## config.mk

```make
export PLATFORM = sky130hd
export DESIGN_NAME = keylock_cfg
export DESIGN_NICKNAME = d
export VERILOG_FILES = /design/src/rtl/keylock_pkg.sv /design/src/rtl/keylock_seq.sv /design/src/rtl/keylock_store.sv /design/src/rtl/keylock_rdmux.sv /design/src/rtl/keylock_cfg.sv
export SDC_FILE = /design/constraint.sdc
export NUM_CORES = 1
export LEC_CHECK = 0
export ABC_AREA = 1
export BUFFER_PORTS_ARGS = -buffer_cell sky130_fd_sc_hd__buf_2
export CAP_MARGIN = 25
export CORE_MARGIN = 4
export CORE_UTILIZATION = 46
export DETAILED_ROUTE_END_ITERATION = 12
export GPL_TIMING_DRIVEN = 0
export PLACE_DENSITY = 0.75
export SLEW_MARGIN = 15
export SYNTH_ARGS = -nofsm -noshare
export SYNTH_HDL_FRONTEND = slang
export SYNTH_SLANG_ARGS = --single-unit
```

## constraint.sdc

```tcl
create_clock -name clk -period 0.8 [get_ports clk]
set_input_delay 0.12 -clock clk [delete_from_list [all_inputs] [get_ports clk]]
set_output_delay 0.12 -clock clk [all_outputs]
set_load 0.02 [all_outputs]
```

## src/rtl/keylock_pkg.sv

```systemverilog
package keylock_pkg;
  typedef enum logic [1:0] {
    SEQ_IDLE  = 2'd0,
    SEQ_ARMED = 2'd1,
    SEQ_PEND  = 2'd2
  } seq_state_e;

  typedef struct packed {
    logic open_addr;
    logic open_ok;
    logic prot_addr;
    logic seal_addr;
    logic seal_ok;
  } seq_dec_t;
endpackage

```

## src/rtl/keylock_seq.sv

```systemverilog
module keylock_seq
  import keylock_pkg::*;
(
  input  logic       clk,
  input  logic       rst_n,
  input  logic       wr_en,
  input  seq_dec_t   dec,
  output logic       capture_o,
  output logic       commit_o,
  output logic       fault_o,
  output seq_state_e state_o
);
  seq_state_e state_q, state_d;

  always_comb begin
    state_d   = state_q;
    capture_o = 1'b0;
    commit_o  = 1'b0;
    fault_o   = 1'b0;
    if (wr_en) begin
      unique case (state_q)
        SEQ_IDLE: begin
          if (dec.open_addr) begin
            if (dec.open_ok) state_d = SEQ_ARMED;
            else             fault_o = 1'b1;
          end else if (dec.prot_addr || dec.seal_addr) begin
            fault_o = 1'b1;
          end
        end
        SEQ_ARMED: begin
          if (dec.prot_addr) begin
            capture_o = 1'b1;
            state_d   = SEQ_PEND;
          end else begin
            fault_o = 1'b1;
            state_d = SEQ_IDLE;
          end
        end
        SEQ_PEND: begin
          if (dec.seal_ok) commit_o = 1'b1;
          else             fault_o  = 1'b1;
          state_d = SEQ_IDLE;
        end
        default: state_d = SEQ_IDLE;
      endcase
    end
  end

  always_ff @(posedge clk or negedge rst_n) begin
    if (!rst_n) state_q <= SEQ_IDLE;
    else        state_q <= state_d;
  end

  assign state_o = state_q;

  AST_IDLE_BUS_HOLDS: assert property (@(posedge clk) disable iff (!rst_n)
    !wr_en |=> $stable(state_q));
endmodule

```

## src/rtl/keylock_store.sv

```systemverilog
module keylock_store #(
  parameter int                DATA_W    = 8,
  parameter logic [DATA_W-1:0] PROT_RST  = 'h02,
  parameter logic [DATA_W-1:0] PLAIN_RST = '0
) (
  input  logic              clk,
  input  logic              rst_n,
  input  logic [DATA_W-1:0] wdata,
  input  logic              capture,
  input  logic              commit,
  input  logic              fault,
  input  logic              plain_we,
  input  logic              fault_clr,
  output logic [DATA_W-1:0] live_o,
  output logic [DATA_W-1:0] plain_o,
  output logic              fault_q_o
);
  logic [DATA_W-1:0] shadow_q, live_q, plain_q;
  logic              fault_q, fault_d;

  assign fault_d = fault ? 1'b1 : (fault_clr ? 1'b0 : fault_q);

  always_ff @(posedge clk or negedge rst_n) begin
    if (!rst_n)       shadow_q <= '0;
    else if (capture) shadow_q <= wdata;
  end

  always_ff @(posedge clk or negedge rst_n) begin
    if (!rst_n)      live_q <= PROT_RST;
    else if (commit) live_q <= shadow_q;
  end

  always_ff @(posedge clk or negedge rst_n) begin
    if (!rst_n)        plain_q <= PLAIN_RST;
    else if (plain_we) plain_q <= wdata;
  end

  always_ff @(posedge clk or negedge rst_n) begin
    if (!rst_n) fault_q <= 1'b0;
    else        fault_q <= fault_d;
  end

  assign live_o    = live_q;
  assign plain_o   = plain_q;
  assign fault_q_o = fault_q;

  AST_LIVE_MOVES_ON_COMMIT: assert property (@(posedge clk) disable iff (!rst_n)
    !$stable(live_q) |-> $past(commit));
endmodule

```

## src/rtl/keylock_rdmux.sv

```systemverilog
module keylock_rdmux #(
  parameter int                ADDR_W  = 4,
  parameter int                DATA_W  = 8,
  parameter logic [ADDR_W-1:0] A_PLAIN = 'd0,
  parameter logic [ADDR_W-1:0] A_PROT  = 'd2,
  parameter logic [ADDR_W-1:0] A_ERR   = 'd4
) (
  input  logic [ADDR_W-1:0] addr,
  input  logic [DATA_W-1:0] live,
  input  logic [DATA_W-1:0] plain,
  input  logic              fault,
  output logic [DATA_W-1:0] rdata
);
  always_comb begin
    rdata = '0;
    if (addr == A_PROT)       rdata = live;
    else if (addr == A_PLAIN) rdata = plain;
    else if (addr == A_ERR)   rdata = {{(DATA_W-1){1'b0}}, fault};
  end
endmodule

```

## src/rtl/keylock_cfg.sv

```systemverilog
module keylock_cfg
  import keylock_pkg::*;
#(
  parameter int                ADDR_W      = 4,
  parameter int                DATA_W      = 8,
  parameter int                SYNC_STAGES = 2,
  parameter logic [ADDR_W-1:0] A_PLAIN     = 'd0,
  parameter logic [ADDR_W-1:0] A_OPEN      = 'd1,
  parameter logic [ADDR_W-1:0] A_PROT      = 'd2,
  parameter logic [ADDR_W-1:0] A_SEAL      = 'd3,
  parameter logic [ADDR_W-1:0] A_ERR       = 'd4,
  parameter logic [DATA_W-1:0] KEY_OPEN    = 'h07,
  parameter logic [DATA_W-1:0] KEY_SEAL    = 'h13,
  parameter logic [DATA_W-1:0] PROT_RST    = 'h02,
  parameter logic [DATA_W-1:0] PLAIN_RST   = '0,
  parameter int                GROUP_PINS  = 4,
  parameter int                STEER_BIT   = 1
) (
  input  logic              clk,
  input  logic              rst_n,
  input  logic [ADDR_W-1:0] bus_addr,
  input  logic [DATA_W-1:0] bus_wdata,
  input  logic              bus_we,
  output logic [DATA_W-1:0] bus_rdata,
  output logic [DATA_W-1:0] prot_bits,
  output logic [DATA_W-1:0] plain_bits,
  output logic              seq_fault,
  output logic              serial_route
);
  localparam int SYNC_MSB = SYNC_STAGES - 1;

  logic [SYNC_MSB:0] rst_sync_q;
  logic              rst_int_n;

  generate
    if (SYNC_STAGES == 1) begin : g_sync1
      always_ff @(posedge clk or negedge rst_n) begin
        if (!rst_n) rst_sync_q <= '0;
        else        rst_sync_q <= 1'b1;
      end
    end else begin : g_syncn
      always_ff @(posedge clk or negedge rst_n) begin
        if (!rst_n) rst_sync_q <= '0;
        else        rst_sync_q <= {rst_sync_q[SYNC_MSB-1:0], 1'b1};
      end
    end
  endgenerate

  assign rst_int_n = rst_sync_q[SYNC_MSB];

  seq_dec_t   dec;
  logic       capture, commit, fault;
  seq_state_e seq_state;
  logic       plain_we, fault_clr;

  always_comb begin
    dec.open_addr = (bus_addr == A_OPEN);
    dec.open_ok   = (bus_addr == A_OPEN) && (bus_wdata == KEY_OPEN);
    dec.prot_addr = (bus_addr == A_PROT);
    dec.seal_addr = (bus_addr == A_SEAL);
    dec.seal_ok   = (bus_addr == A_SEAL) && (bus_wdata == KEY_SEAL);
  end

  assign plain_we  = bus_we && (bus_addr == A_PLAIN);
  assign fault_clr = bus_we && (bus_addr == A_ERR) && bus_wdata[0];

  keylock_seq u_seq (
    .clk       (clk),
    .rst_n     (rst_int_n),
    .wr_en     (bus_we),
    .dec       (dec),
    .capture_o (capture),
    .commit_o  (commit),
    .fault_o   (fault),
    .state_o   (seq_state)
  );

  keylock_store #(
    .DATA_W    (DATA_W),
    .PROT_RST  (PROT_RST),
    .PLAIN_RST (PLAIN_RST)
  ) u_store (
    .clk       (clk),
    .rst_n     (rst_int_n),
    .wdata     (bus_wdata),
    .capture   (capture),
    .commit    (commit),
    .fault     (fault),
    .plain_we  (plain_we),
    .fault_clr (fault_clr),
    .live_o    (prot_bits),
    .plain_o   (plain_bits),
    .fault_q_o (seq_fault)
  );

  keylock_rdmux #(
    .ADDR_W  (ADDR_W),
    .DATA_W  (DATA_W),
    .A_PLAIN (A_PLAIN),
    .A_PROT  (A_PROT),
    .A_ERR   (A_ERR)
  ) u_rdmux (
    .addr  (bus_addr),
    .live  (prot_bits),
    .plain (plain_bits),
    .fault (seq_fault),
    .rdata (bus_rdata)
  );

  assign serial_route = (&plain_bits[GROUP_PINS-1:0]) && !prot_bits[STEER_BIT];

  AST_SEAL_BEFORE_CHANGE: assert property (@(posedge clk) disable iff (!rst_int_n)
    !$stable(prot_bits) |-> $past(bus_we && bus_addr == A_SEAL && bus_wdata == KEY_SEAL));

  AST_BROKEN_PEND_DROPS: assert property (@(posedge clk) disable iff (!rst_int_n)
    (seq_state == SEQ_PEND && bus_we && !(bus_addr == A_SEAL && bus_wdata == KEY_SEAL))
      |=> ($stable(prot_bits) && seq_fault));

  AST_FAULT_RISE_ON_WRITE: assert property (@(posedge clk) disable iff (!rst_int_n)
    $rose(seq_fault) |-> $past(bus_we));

  AST_FAULT_FALL_ON_CLEAR: assert property (@(posedge clk) disable iff (!rst_int_n)
    $fell(seq_fault) |-> $past(bus_we && bus_addr == A_ERR && bus_wdata[0]));
endmodule

```

==> run_results.csv <==
group,metric,value,unit
worst_setup_path,path_depth,2,
global_routing,grt_max_degree,28,
power_and_ir_drop,p_leak,1.26,nW
timing,setup_viol,53,
logic_synthesis,netlist_top_cells_area,"dfrtp_1 (49%), nand2_1 (12%), o21ai_2 (9.7%)",
finish,fin_area,2640,um^2
logic_synthesis,netlist.area_leader.share,0.487,
logic_synthesis,syn-num-nets,178,
global_routing,grt_antenna_before_repair,0,
logic_synthesis,ys_seq_elements,29,
worst_setup_path,end_kind,"output pin",
route,wl,5620,um
clock_tree,clockBufferDepth,2,
placed_design,numPlacedInstances,247,
placed_design,gp_congestion,0.863,
timing,fmax,766,MHz
power_and_ir_drop,intPower,2.57,mW
timing,setup_ws,-0.505,ns
power_and_ir_drop,p_seq_frac,0.455,
timing,slew_violations,0,
route,ant_nets,0,
power_and_ir_drop,p_per_area,1420,nW/um^2
die,rows,20,
finish,drive_above_1_share,0.659,
timing,period_minus_slack,1.30,ns
worst_setup_path,required,0.68,ns
logic_synthesis,synth-seq-area-share,0.506,
power_and_ir_drop,p_clk_frac,0.261,
die,initial_core_util,0.475,
global_routing,grt_overflow,0,
clock_tree,cts_tree,"done",
die,dieArea,4080,um^2
finish,antennaDiodeCount,0,
global_routing,grt_pass1_vias,1555,
logic_synthesis,synth.avg_cell_area,8.82,um^2
finish,area_delta_synth_final,83.6,%
clock_tree,clk_pin_slew,0.10,ns
worst_hold_path,min_path_type,"primary input to flop",
logic_synthesis,yosysTopAreaCell,"dfrtp_1",
route,vias,1572,
status,violations,"setup timing",
power_and_ir_drop,comb_power_share,0.285,
worst_setup_path,critPathKind,"flop to output pin",
clock_tree,cts_htree_levels,2,
clock_tree,clock_latency,0.34,ns
worst_setup_path,worstPathCellList,"a22o_4 -> buf_6",
logic_synthesis,synth_cell_types,22,
worst_setup_path,cp_max_fo,4,
route,first_pass_iters,4,
finish,nNetsFinal,266,
global_routing,grt_pass1_wl,7580,um
worst_setup_path,critPathTopFamily,"flip-flops",
clock_tree,clkSinkCount,29,
worst_setup_path,reg2reg_depth,5,
placed_design,io_buffer_count,40,
power_and_ir_drop,ir_drop,1010,uV
power_and_ir_drop,p_switching,1.16,mW
clock_tree,root_buffer,"clkbuf_4",
power_and_ir_drop,p_sw_frac,0.311,
worst_setup_path,cp_num_buf_inv,1,
route,vias_per_cell,5.31,
logic_synthesis,yosysWarningCount,0,
logic_synthesis,synth_cells,163,
worst_setup_path,cp-start-kind,"flop",
placed_design,dpl.hpwl,2670,um
finish,post-route-util,0.872,
status,status,"complete, but fails checks",
flow_run,max-cap-violations,0,
route,drtIter0Drc,143,
timing,period_share,1.63,
worst_setup_path,crit_slowest_cell,"dfstp_2",
route,post_drt_wl_per_cell,19.0,um
worst_setup_path,worstPathArrival,1.18,ns
worst_setup_path,max_stage_delay,0.61,ns
global_routing,grt_usage,0.246,
timing,fin_skew,0.00906,ns
die,ios,41,
placed_design,place_area,1780,um^2
die,core,3030,um^2
die,fp.dieW,63.9,um
timing,hold_viol,0,
worst_hold_path,min_path_cells,3,
logic_synthesis,netlist_area,1440,um^2
finish,stdcell_count,296,
timing,rsz0062_at_grt,"true",
clock_tree,cts_made_buffers,5,
route,drc,0,
die,die_h,63.9,um
worst min-delay path, cell delays in order:
cell and delay, ns:
buf_2 0.08, inv_1 0.07, o21ai_2 0.11
final timing paths:
| path | start | end | slack (ns) |
|---|---|---|---|
| min in group asynchronous | rst_n | rst_sync_q[1] | 0.08 |
| setup / recovery | u_store.live_o[1] | bus_rdata[1] | -0.50 |
| max in group asynchronous | rst_sync_q[1] | u_store.live_o[1] | 0.24 |
| hold reg to reg | rst_sync_q[1] | u_store.fault_q_o | 0.24 |
| hold / removal | bus_wdata[7] | u_store.plain_o[7] | 0.07 |
| setup reg to reg | u_seq.state_o[0] | u_store.live_o[0] | -0.47 |
cell usage after synthesis:
library cell and count:
nand4_4 1, nand4_1 1, inv_1 19, buf_6 2, dfrtp_1 28, nand3_1 5, nand2_2 3, conb_1 1
nand2_1 45, o21ai_2 16, a32o_1 1, nor2_1 12, nor3_1 3, o21ai_0 10, a22o_1 6, nor4_1 1
nand3_2 1, dfstp_2 1, inv_2 3, nor2_4 2, buf_2 1, a21oi_1 1
power by group through the flow:
stage	logic [mW]	registers, mW	clock network, mW
4_1_cts	0.817	1.69	0.956
3_3_place_gp	0.478	1.71	0
3_5_place_dp	0.485	1.72	0
5_1_grt	1.13	1.72	1.06
6_report	1.06	1.70	0.974
2_1_floorplan	0.175	1.81	0
through the flow:
stage          hold slack (ns)  setup TNS, ns  setup WS, ns  power [mW]
2_1_floorplan           -0.176          -5.59        -0.304        1.98
3_3_place_gp           -0.0954         -16.48        -0.672        2.19
3_5_place_dp           -0.0906         -17.32        -0.702        2.21
4_1_cts                 0.0593         -16.36        -0.487        3.46
5_1_grt                 0.0756         -20.66        -0.564        3.91
6_report                0.0719         -18.40        -0.505        3.74
logic make-up after synthesis:
family,Yosys count,synth area share
flops,29,0.506
buf+inv,25,0.0766
simple gates,74,0.236
compound gates,34,0.179
other cells,1,0.00261
flip-flops by register name, indices dropped and copies added, names as in the netlist:
name               count
u_store.shadow_q       8
u_store.fault_q_o      1
u_store.live_o         8
rst_sync_q             2
u_seq.state_o          2
u_store.plain_o        8
final cells by class:
type | count | area (um^2)
fillers | 136 | 388
plain buffers | 3 | 45.0
repair buffers | 81 | 815
multi-input cells | 109 | 835
flip-flops and latches | 29 | 742
well taps | 44 | 55.1
clock buffers | 8 | 58.8
inverters | 22 | 90.1
cell usage in the layout, fill, tap and decap left out, drive strengths merged, types with 2 or more instances in the layout:
master,Yosys,final
nand3,6,6
nand2,48,48
nand4,2,2
nor3,3,3
buf,3,81
nor2,14,14
dfrtp,28,28
a22o,6,6
inv,22,22
o21ai,26,26
clkbuf,0,10
metal layers:
layer,up-vias,wire [um],GRT usage
li1,706,-,-
met1,776,2100,0.289
met2,71,3010,0.439
met3,19,328,0.0580
met4,0,177,0.0755
met5,-,0,0
repair_timing:
item / CTS / global route
endpoints found under the setup margin: 45 / 62
setup buffers: 25 / 14
gates resized for setup: 84 / 56
hold buffers: 1 / 0
cloned: 2 / 1
pin swaps: 12 / 14
hold endpoints to repair: 2 / 0
(Power assumes the default switching activity.)
